$ cat config.mk
export PLATFORM = sky130hd
export DESIGN_NAME = mw_master
export DESIGN_NICKNAME = d
export VERILOG_FILES = /design/src/rtl/mw_master.sv
export SDC_FILE = /design/constraint.sdc
export NUM_CORES = 1
export LEC_CHECK = 0
export BUFFER_PORTS_ARGS = -buffer_cell sky130_fd_sc_hd__buf_2
export CAP_MARGIN = 20
export CORE_ASPECT_RATIO = 1.4
export CORE_UTILIZATION = 45
export DETAILED_ROUTE_END_ITERATION = 8
export SLEW_MARGIN = 5
export SYNTH_ARGS = -nofsm -noshare
export SYNTH_HDL_FRONTEND = slang
export SYNTH_SLANG_ARGS = --single-unit
$ cat constraint.sdc
create_clock -name clk -period 3.1 [get_ports clk]
set_input_delay 0 -clock clk [delete_from_list [all_inputs] [get_ports clk]]
set_output_delay 0 -clock clk [all_outputs]
set_load 0.03 [all_outputs]
$ cat src/rtl/mw_master.sv
module mw_master (
  input  logic        clk,
  input  logic        rst_n,
  input  logic [2:0]  reg_sel,
  input  logic        wr_en,
  input  logic        rd_en,
  input  logic [15:0] wdata,
  output logic [15:0] rdata,
  output logic        sclk,
  output logic        sdo,
  input  logic        sdi,
  output logic [3:0]  cs_o
);
  localparam int DW = 16;
  localparam int CW = $clog2(DW) + 1;
  localparam logic [CW:0] ONE = 1;

  typedef enum logic [1:0] {S_IDLE, S_WAIT, S_RUN} state_t;

  state_t        st;
  logic [DW-1:0] txd, rxd, tx_sh, rx_sh;
  logic [11:0]   sr1, sr2;
  logic [2:0]    sr3;
  logic          sr4;
  logic          rdy, cs_act;
  logic [1:0]    cs_idx;
  logic [CW-1:0] wcnt, rcnt, wn, rn;
  logic [CW:0]   bidx;
  logic [3:0]    mode_q;
  logic [1:0]    d1_q;
  logic [3:0]    c1;
  logic [1:0]    c2;
  logic          sclk_i;

  function automatic logic [4:0] cfg_of(input logic [1:0] k, input logic [11:0] a,
                                        input logic [11:0] b);
    logic [11:0] r;
    logic [5:0]  f;
    r = k[1] ? b : a;
    f = k[0] ? r[11:6] : r[5:0];
    return {f[5:3], f[1:0]};
  endfunction

  function automatic logic [CW-1:0] clamp(input logic [4:0] v);
    return (v > 5'd16) ? CW'(16) : CW'(v);
  endfunction

  logic          busy, wr_cmd, go;
  logic [CW-1:0] wn_new, rn_new;
  logic [4:0]    m_new;

  assign busy   = (st != S_IDLE);
  assign wr_cmd = wr_en && reg_sel == 3'd1 && !busy;
  assign wn_new = clamp(wdata[9:5]);
  assign rn_new = clamp(wdata[4:0]);
  assign m_new  = cfg_of(wdata[11:10], sr1, sr2);
  assign go     = wr_cmd && wdata[13] && sr3[0] && (wn_new != '0 || rn_new != '0);

  logic [3:0] c1_lim;
  logic [1:0] c2_lim;

  always_comb begin
    case (d1_q)
      2'd0:    c1_lim = 4'd1;
      2'd1:    c1_lim = 4'd3;
      2'd2:    c1_lim = 4'd6;
      default: c1_lim = 4'd9;
    endcase
    case (mode_q[3:2])
      2'd0:    c2_lim = 2'd0;
      2'd1:    c2_lim = 2'd1;
      default: c2_lim = 2'd3;
    endcase
  end

  logic          t1, ht, e_rise, e_fall, in_wr, last, wr_last, samp;
  logic [CW:0]   tot;
  logic [DW-1:0] rx_nx;

  assign t1      = (st == S_RUN) && (c1 == c1_lim);
  assign ht      = t1 && (c2 == c2_lim);
  assign e_rise  = ht && !sclk_i;
  assign e_fall  = ht && sclk_i;
  assign tot     = {1'b0, wn} + {1'b0, rn};
  assign in_wr   = bidx < {1'b0, wn};
  assign last    = (bidx + ONE) == tot;
  assign wr_last = (bidx + ONE) == {1'b0, wn};
  assign samp    = mode_q[0] ? e_fall : e_rise;
  assign rx_nx   = {rx_sh[DW-2:0], sdi};

  always_ff @(posedge clk or negedge rst_n) begin
    if (!rst_n) begin
      st     <= S_IDLE;
      txd    <= '0;
      rxd    <= '0;
      tx_sh  <= '0;
      rx_sh  <= '0;
      sr1    <= '0;
      sr2    <= '0;
      sr3    <= '0;
      sr4    <= 1'b0;
      rdy    <= 1'b0;
      cs_act <= 1'b0;
      cs_idx <= '0;
      wcnt   <= '0;
      rcnt   <= '0;
      wn     <= '0;
      rn     <= '0;
      bidx   <= '0;
      mode_q <= '0;
      d1_q   <= '0;
      c1     <= '0;
      c2     <= '0;
      sclk_i <= 1'b0;
      sdo    <= 1'b0;
    end else begin
      if (wr_en) begin
        case (reg_sel)
          3'd0:    txd <= wdata;
          3'd2:    sr1 <= wdata[11:0];
          3'd3:    sr2 <= wdata[11:0];
          3'd4:    sr3 <= wdata[2:0];
          3'd5:    sr4 <= wdata[0];
          default: ;
        endcase
      end
      if (wr_cmd) begin
        cs_act <= wdata[12];
        cs_idx <= wdata[11:10];
        wcnt   <= wdata[9:5];
        rcnt   <= wdata[4:0];
      end
      if (rd_en && reg_sel == 3'd0) rdy <= 1'b0;

      case (st)
        S_IDLE: begin
          if (go) begin
            st     <= m_new[4] ? S_WAIT : S_RUN;
            wn     <= wn_new;
            rn     <= rn_new;
            mode_q <= m_new[3:0];
            d1_q   <= sr3[2:1];
            bidx   <= '0;
            c1     <= '0;
            c2     <= '0;
            sclk_i <= 1'b0;
            rx_sh  <= '0;
            rdy    <= 1'b0;
            if (wn_new != '0 && !m_new[1]) begin
              sdo   <= txd[DW-1];
              tx_sh <= txd << 1;
            end else begin
              tx_sh <= txd;
            end
          end
        end
        S_WAIT: begin
          if (sdi) st <= S_RUN;
        end
        default: begin
          c1 <= t1 ? 4'd0 : c1 + 4'd1;
          if (t1) c2 <= ht ? 2'd0 : c2 + 2'd1;
          if (ht) sclk_i <= ~sclk_i;
          if (e_rise && in_wr && mode_q[1]) begin
            sdo   <= tx_sh[DW-1];
            tx_sh <= tx_sh << 1;
          end
          if (e_fall && in_wr) begin
            if (wr_last) begin
              sdo <= 1'b0;
            end else if (!mode_q[1]) begin
              sdo   <= tx_sh[DW-1];
              tx_sh <= tx_sh << 1;
            end
          end
          if (samp && !in_wr) rx_sh <= rx_nx;
          if (e_fall) begin
            bidx <= bidx + ONE;
            if (last) begin
              st <= S_IDLE;
              if (rn != '0) begin
                rxd <= mode_q[0] ? rx_nx : rx_sh;
                rdy <= 1'b1;
              end
            end
          end
        end
      endcase
    end
  end

  assign sclk = sclk_i ^ sr4;

  for (genvar i = 0; i < 4; i++) begin : g_cs
    logic pol;
    assign pol     = (i < 2) ? sr1[(i % 2) * 6 + 2] : sr2[(i % 2) * 6 + 2];
    assign cs_o[i] = (cs_act && cs_idx == 2'(i)) ? pol : ~pol;
  end

  always_comb begin
    case (reg_sel)
      3'd0:    rdata = rxd;
      3'd1:    rdata = {rdy, busy, 1'b0, cs_act, cs_idx, wcnt, rcnt};
      3'd2:    rdata = {4'd0, sr1};
      3'd3:    rdata = {4'd0, sr2};
      3'd4:    rdata = {13'd0, sr3};
      3'd5:    rdata = {15'd0, sr4};
      default: rdata = '0;
    endcase
  end

  AST_CS_HOLD: assert property (@(posedge clk) disable iff (!rst_n)
    busy && $past(busy) |-> $stable(cs_idx) && $stable(cs_act));
  AST_SCLK_IDLE: assert property (@(posedge clk) disable iff (!rst_n)
    !busy |-> !sclk_i);
  AST_SDO_IDLE: assert property (@(posedge clk) disable iff (!rst_n)
    !busy |-> !sdo);
  AST_START_EN: assert property (@(posedge clk) disable iff (!rst_n)
    $rose(busy) |-> $past(sr3[0]));
  AST_RDY_END: assert property (@(posedge clk) disable iff (!rst_n)
    $rose(rdy) |-> $fell(busy));
  AST_BIT_RANGE: assert property (@(posedge clk) disable iff (!rst_n)
    busy |-> bidx < tot);
endmodule

==> results.toml, run 1 <==
[synth]
syn-num-nets = 706
synth_warnings = 0
ys_types = 61
ys_ff_latch = 138
ys_async_sr_fraction_pct = 100
synth_area_sq_um = 7380
syn_area_per_cell_sq_um = 11.1
synthCells = 666
ys_seq_area_share_pct = 46.8
synth-edff-count = 0
synth_ff_type = "dfrtp_1"

[clocking]
cts-buffers-inserted = 17
cts_setup_buffers = 0
cts_root_buf = "clkbuf_16"
htree_levels = 4
clk_pin_slew_ns = 0.06
cts_tree = "done"
cts.sinks = 138
cts_buffer_depth = 2
clk_latency_ns = 0.42

[setup_path]
worstSetupEndpointType = "flip-flop"
worstPathMaxFanout = 31
crit_end = "rn[2]"
crit_start = "st[1]"
critPathSlowestCell = "dlygate4sd3_1"
r2r_setup_slack_ns = 0.24
startpoint_type = "flip-flop"
arrival_ns = 3.21
crit_type = "reg2reg"
critPathRequiredTime_ns = 3.46
crit_chain = "or2_2 -> or3_1 -> a211oi_4 -> buf_4 -> nand3b_1 -> dlygate4sd3_1 -> nand2_1"
r2r-end = "rn[2]"
r2r_start = "st[1]"
slowest_delay_ns = 0.57
r2r_cells = 7

[sta]
maxSlewHeadroom_pct = 46.2
skew_ns = 0.00662
final-setup-viol-count = 0
maxSlewViolCount = 0
max_slew.worst_pin.slew_ns = 0.804
finalHoldViolCount = 0
period_needed_ns = 2.86
holdWs_ns = 0.0674
rsz0062_at_grt = "false"
fin_crit_sh_pct = 92.2
fmax_mhz = 350
fin_tns_setup_ns = 0

[detailed_routing]
first_pass_iters = 5
wl_per_cell_microns = 19.5
via_per_inst = 5.62
routed_wl_mm = 18.4
num_vias = 5302
ant_nets = 0
drt_iter0_markers = 201
drc = 0

[grt]
grt_overflow = 0
grt_pass1_wl_mm = 29.7
grt_max_degree = 62
grt_usage_pct = 23.8
grt_pass1_vias = 5485
antenna_found_initial = 0

[floorplan]
fp.dieW_microns = 110
core-area_sq_um = 16100
pin_count = 46
dieArea_sq_um = 16900
rows = 55
die_h_microns = 154
floorplan.initialDensity_pct = 45.8

[pwr]
netSwitchingPower_uw = 1170
ir_drop_v = 0.000369
pwr-share-comb_pct = 11.8
pwr-share-seq_pct = 43.5
p_leak_uw = 0.00402
powerDensity_nw_per_um2 = 541
p_int_uw = 3530
clkPwrFrac_pct = 44.8
swShare_pct = 24.9

[final_layout]
layout_commonest_cell = "dfrtp_1"
final_cell_mix = "dfrtp_1 (138), nand2_1 (82), mux2_2 (82)"
seq_area_sq_um = 3450
fillerInstances = 1433
multi_input_area_sq_um = 3730
area_growth_pct = 17.7
n_antenna_cell = 0
nets = 772
drive_above_1_share_pct = 28.5

[placement]
port_buffers = 45
gp_congestion = 0.848
hpwl_mm = 12.9

[run_status]
status = "finished, final reports clean"

[hold_path]
hold_depth = 2
min_path_type = "in2reg"

[run]
cap_violations = 0
[how the worst min path moves through the flow]
stage / startpoint / end / slack (ns)
4_1_cts: wdata[10] / txd[10] / 0.04
6_report: wdata[10] / txd[10] / 0.07
3_3_place_gp: rst_n / c1[2] / 0.02
3_5_place_dp: rst_n / c1[2] / 0.02
5_1_grt: wdata[10] / txd[10] / 0.06
2_1_floorplan: rst_n / bidx[0] / -0.30
[cell usage after synthesis, types with 11 or more instances]
library cell | count | area share, %
clkbuf_1 | 20 | 1.0
dfrtp_1 | 138 | 47
ha_1 | 15 | 2.5
inv_1 | 16 | 0.81
mux2_2 | 82 | 13
mux2i_1 | 12 | 1.6
mux4_2 | 16 | 4.9
nand2_1 | 82 | 4.2
nand3_1 | 18 | 1.2
nor2_1 | 36 | 1.8
nor2b_1 | 11 | 0.93
nor3_1 | 20 | 1.4
o21ai_0 | 42 | 2.8
xnor2_1 | 15 | 1.8
xor2_1 | 13 | 1.5
[through the flow]
step	cells	power, uW	utilization [%]	cell area, sq um	setup slack (ns)
detailed placement	891	2610	48.8	7860	0.287
floorplan	666	2410	-	7380	0.319
global placement	891	2590	48.8	7860	0.339
global route	943	4870	53.9	8680	0.111
CTS	943	4730	53.9	8680	0.237
finish	943	4700	53.9	8680	0.242
[power groups by stage]
stage               Combinational [uW]  Sequential, uW  Clock [uW]
global route                       599            2060        2210
finish                             554            2040        2100
detailed placement                 538            2070           0
CTS                                559            2040        2130
global placement                   531            2060           0
floorplan                          378            2030           0
[metal layers]
metal	up-vias	routed length, microns	global-route usage (%)
met5	-	0	0
met4	0	638	9.84
met3	28	563	4.49
met2	99	9550	39.6
met1	2672	7680	30.0
li1	2503	-	-
[repair_timing]
item / CTS / global route
resized for setup: 0 / 1
hold buffers: 21 / 0
endpoints found under the hold margin: 116 / 0
endpoints found under the setup margin: 0 / 7
[area by class of cell]
class	count	share of cell area, %
clock inverter	10	1.61
tap	199	2.87
multi-input combinational	474	42.9
timing repair buffer	85	6.73
clock buffer	21	5.42
sequential	138	39.8
inverter	16	0.692
[sequential cells by signal (all words and copies together), names as in the netlist, 2 cells and up]
register,flops
c2,2
wcnt,5
txd,16
c1,4
bidx,6
rx_sh,16
rn,5
rcnt,5
wn,5
tx_sh,16
sr2,12
d1_q,2
sr3,3
rxd,16
cs_idx,2
st,2
mode_q,4
sr1,12
[kinds of logic after synthesis]
| family | count (synthesis) | synth area share (%) |
|---|---|---|
| mux | 119 | 20.9 |
| buf+inv | 54 | 3.15 |
| simple gates | 213 | 14.2 |
| compound gates | 96 | 8.34 |
| fa+ha+maj | 16 | 2.81 |
| flops | 138 | 46.8 |
| xor+xnor | 30 | 3.87 |
[critical path, delay by kind of cell (launching register included)]
family / cells / cell delay, ns
and+or+nand+nor: 4 / 0.98
DFF: 1 / 0.49
buffers and inverters: 2 / 0.97
AOI/OAI and AO/OA: 1 / 0.35
(Power assumes the default switching activity.)
==> run 2, diff against run 1 <==
--- a/config.mk
+++ b/config.mk
@@ -5,6 +5,7 @@
 export SDC_FILE = /design/constraint.sdc
 export NUM_CORES = 1
 export LEC_CHECK = 0
+export ABC_AREA = 1
 export BUFFER_PORTS_ARGS = -buffer_cell sky130_fd_sc_hd__buf_2
 export CAP_MARGIN = 20
 export CORE_ASPECT_RATIO = 1.4
==> results.toml, run 2 <==
[pwr]
powerDensity_nw_per_um2 = 520
ir_drop_v = 0.000413
p_leak_uw = 0.00421

[sta]
period_needed_ns = 2.48
maxSlewHeadroom_pct = 46.4
rsz0062_at_grt = "false"
fin_tns_setup_ns = 0
final-setup-viol-count = 0
holdWs_ns = 0.00430
max_slew.worst_pin.slew_ns = 0.804
skew_ns = 0.00816
finalHoldViolCount = 0
fmax_mhz = 404
maxSlewViolCount = 0
fin_crit_sh_pct = 79.9

[hold_path]
min-delay-start = "wdata[5]"
min_path_type = "in2reg"

[synth]
synth_xor_area_share_pct = 0.948
synth_area_sq_um = 7390
synth_common_cells = "nand2_1 (284), dfrtp_1 (138), o21ai_0 (105), inv_1 (96)"
synth-edff-count = 0
synthTopCellsByArea = "dfrtp_1 (47%), nand2_1 (14%), o21ai_0 (7.1%)"
synth_adder_area_share_pct = 2.81
synth_top_area_share_pct = 46.7
synth_compound_area_share_pct = 15.2
synth_top_family_by_area = "simple AND/OR/NAND/NOR gates"
synth_top_area_cell = "dfrtp_1"
yosysMostFrequentCell = "nand2_1"
ys_ff_latch = 138
syn-num-nets = 967
synthMuxAreaShare_pct = 0.575
synthCells = 927
yosys.area_share.simple_pct = 25.6
synth_warnings = 0
ys_seq_area_share_pct = 46.7
ys_async_sr_fraction_pct = 100
synth_ff_type = "dfrtp_1"
syn_area_per_cell_sq_um = 7.98
ys_types = 45

[detailed_routing]
drt_iter0_markers = 323
first_pass_iters = 5
routed_wl_mm = 19.7
via_per_inst = 5.32
num_vias = 6330
wl_per_cell_microns = 16.5
drc = 0
ant_nets = 0

[setup_path]
startpoint_type = "flip-flop"
critPathRequiredTime_ns = 3.46
slowest_delay_ns = 0.41
crit_type = "reg2reg"
crit_chain = "ha_1 -> inv_1 -> fa_1 -> nand3b_1 -> nand3b_1 -> nand2_1 -> nand3_1 -> nand2_1 -> nor2_1 -> and2_1 -> buf_4 -> nand4_1 -> nand2_1"
arrival_ns = 2.84
critPathSlowestCell = "dfrtp_1"
crit_top_cell = "nand2_1"
r2r_start = "wn[0]"
crit_start = "wn[0]"
worstSetupEndpointType = "flip-flop"
worstPathMaxFanout = 17

[clocking]
cts.sinks = 138
cts_resized = 0
cts_root_buf = "clkbuf_16"
ctsHoldBuffers = 13
clk_latency_ns = 0.43
cts-buffers-inserted = 17
cts_buffer_depth = 2
cts_setup_buffers = 0
htree_levels = 4
clk_pin_slew_ns = 0.06
cts_tree = "done"

[run_status]
status = "finished, final reports clean"

[final_layout]
instances_no_fill = 1190
layout_commonest_cell = "nand2_1"
final_area_sq_um = 8480
drive_above_1_share_pct = 13.2
nets = 1018
final_cell_mix = "nand2_1 (284), dfrtp_1 (138), o21ai_0 (105)"
n_antenna_cell = 0
area_growth_pct = 14.7
utilization_pct = 52.7
fillerInstances = 1581

[floorplan]
fp.dieW_microns = 110
pin_count = 46
dieArea_sq_um = 17000
floorplan.initialDensity_pct = 45.9
rows = 55
die_h_microns = 154
core-area_sq_um = 16100

[placement]
gp_congestion = 0.885
dp_cells = 1144
hpwl_mm = 14.1
post_dp_cell_area_sq_um = 7750
port_buffers = 45

[grt]
grt_overflow = 0
grt_usage_pct = 25.5
antenna_found_initial = 0
grt_pass1_vias = 6179
grt_max_degree = 82
grt_pass1_wl_mm = 32.2

[run]
cap_violations = 0
==> run 2: critical path, delay by kind of cell, from the launching register on <==
kind / cells / cell delay [ns]
flops: 1 / 0.41
fa+ha+maj: 2 / 0.61
buf+inv: 2 / 0.30
simple gates: 9 / 1.10
==> run 2: final timing paths <==
path	cells after the start	slack, ns	end
max	13	0.62	rxd[4]
min	3	0.004	wn[0]
max reg2reg	13	0.62	rxd[4]
min reg2reg	2	0.48	rxd[13]
max in group asynchronous	3	2.06	txd[5]
min in group asynchronous	2	0.17	bidx[1]
==> run 2: routing by layer <==
metal  global-route usage [%]  vias up  share of wire [%]
met1                     32.9     2996                 44
met4                     11.0        0                3.4
met2                     41.5      143                 49
met5                        0        -                  0
li1                         -     3158                  -
met3                     4.79       33                4.0
==> run 2: area by class of cell <==
type	instances	area [sq um]	area share, %
clock buffer	19	443	5.22
clock inverter	13	134	1.58
inverter	104	390	4.60
multi-input combinational	647	3340	39.4
sequential	138	3450	40.7
tap	199	249	2.94
timing repair buffer	70	472	5.56
==> run 2: cells by family (layout without fill, tap and decap cells) <==
logic type / count (synthesis) / in the layout
and+or+nand+nor: 427 / 427
AOI/OAI and AO/OA: 192 / 192
buffers and inverters: 142 / 206
DFF: 138 / 138
adders and majority gates: 16 / 16
xor gates and xnor gates: 8 / 8
muxes: 4 / 4
==> run 2: where the power goes <==
group	total, uW	internal [uW]	switching, uW
registers	2000	1910	89.6
logic	410	132	279
clock network	2000	1150	851
total	4410	3190	1220
==> run 2: through the flow <==
step                      setup slack (ns)  power (uW)
after CTS                            0.615        4440
final                                0.622        4410
after global routing                 0.379        4560
after floorplan                      0.899        2250
after global placement               0.629        2430
after detailed placement             0.636        2430
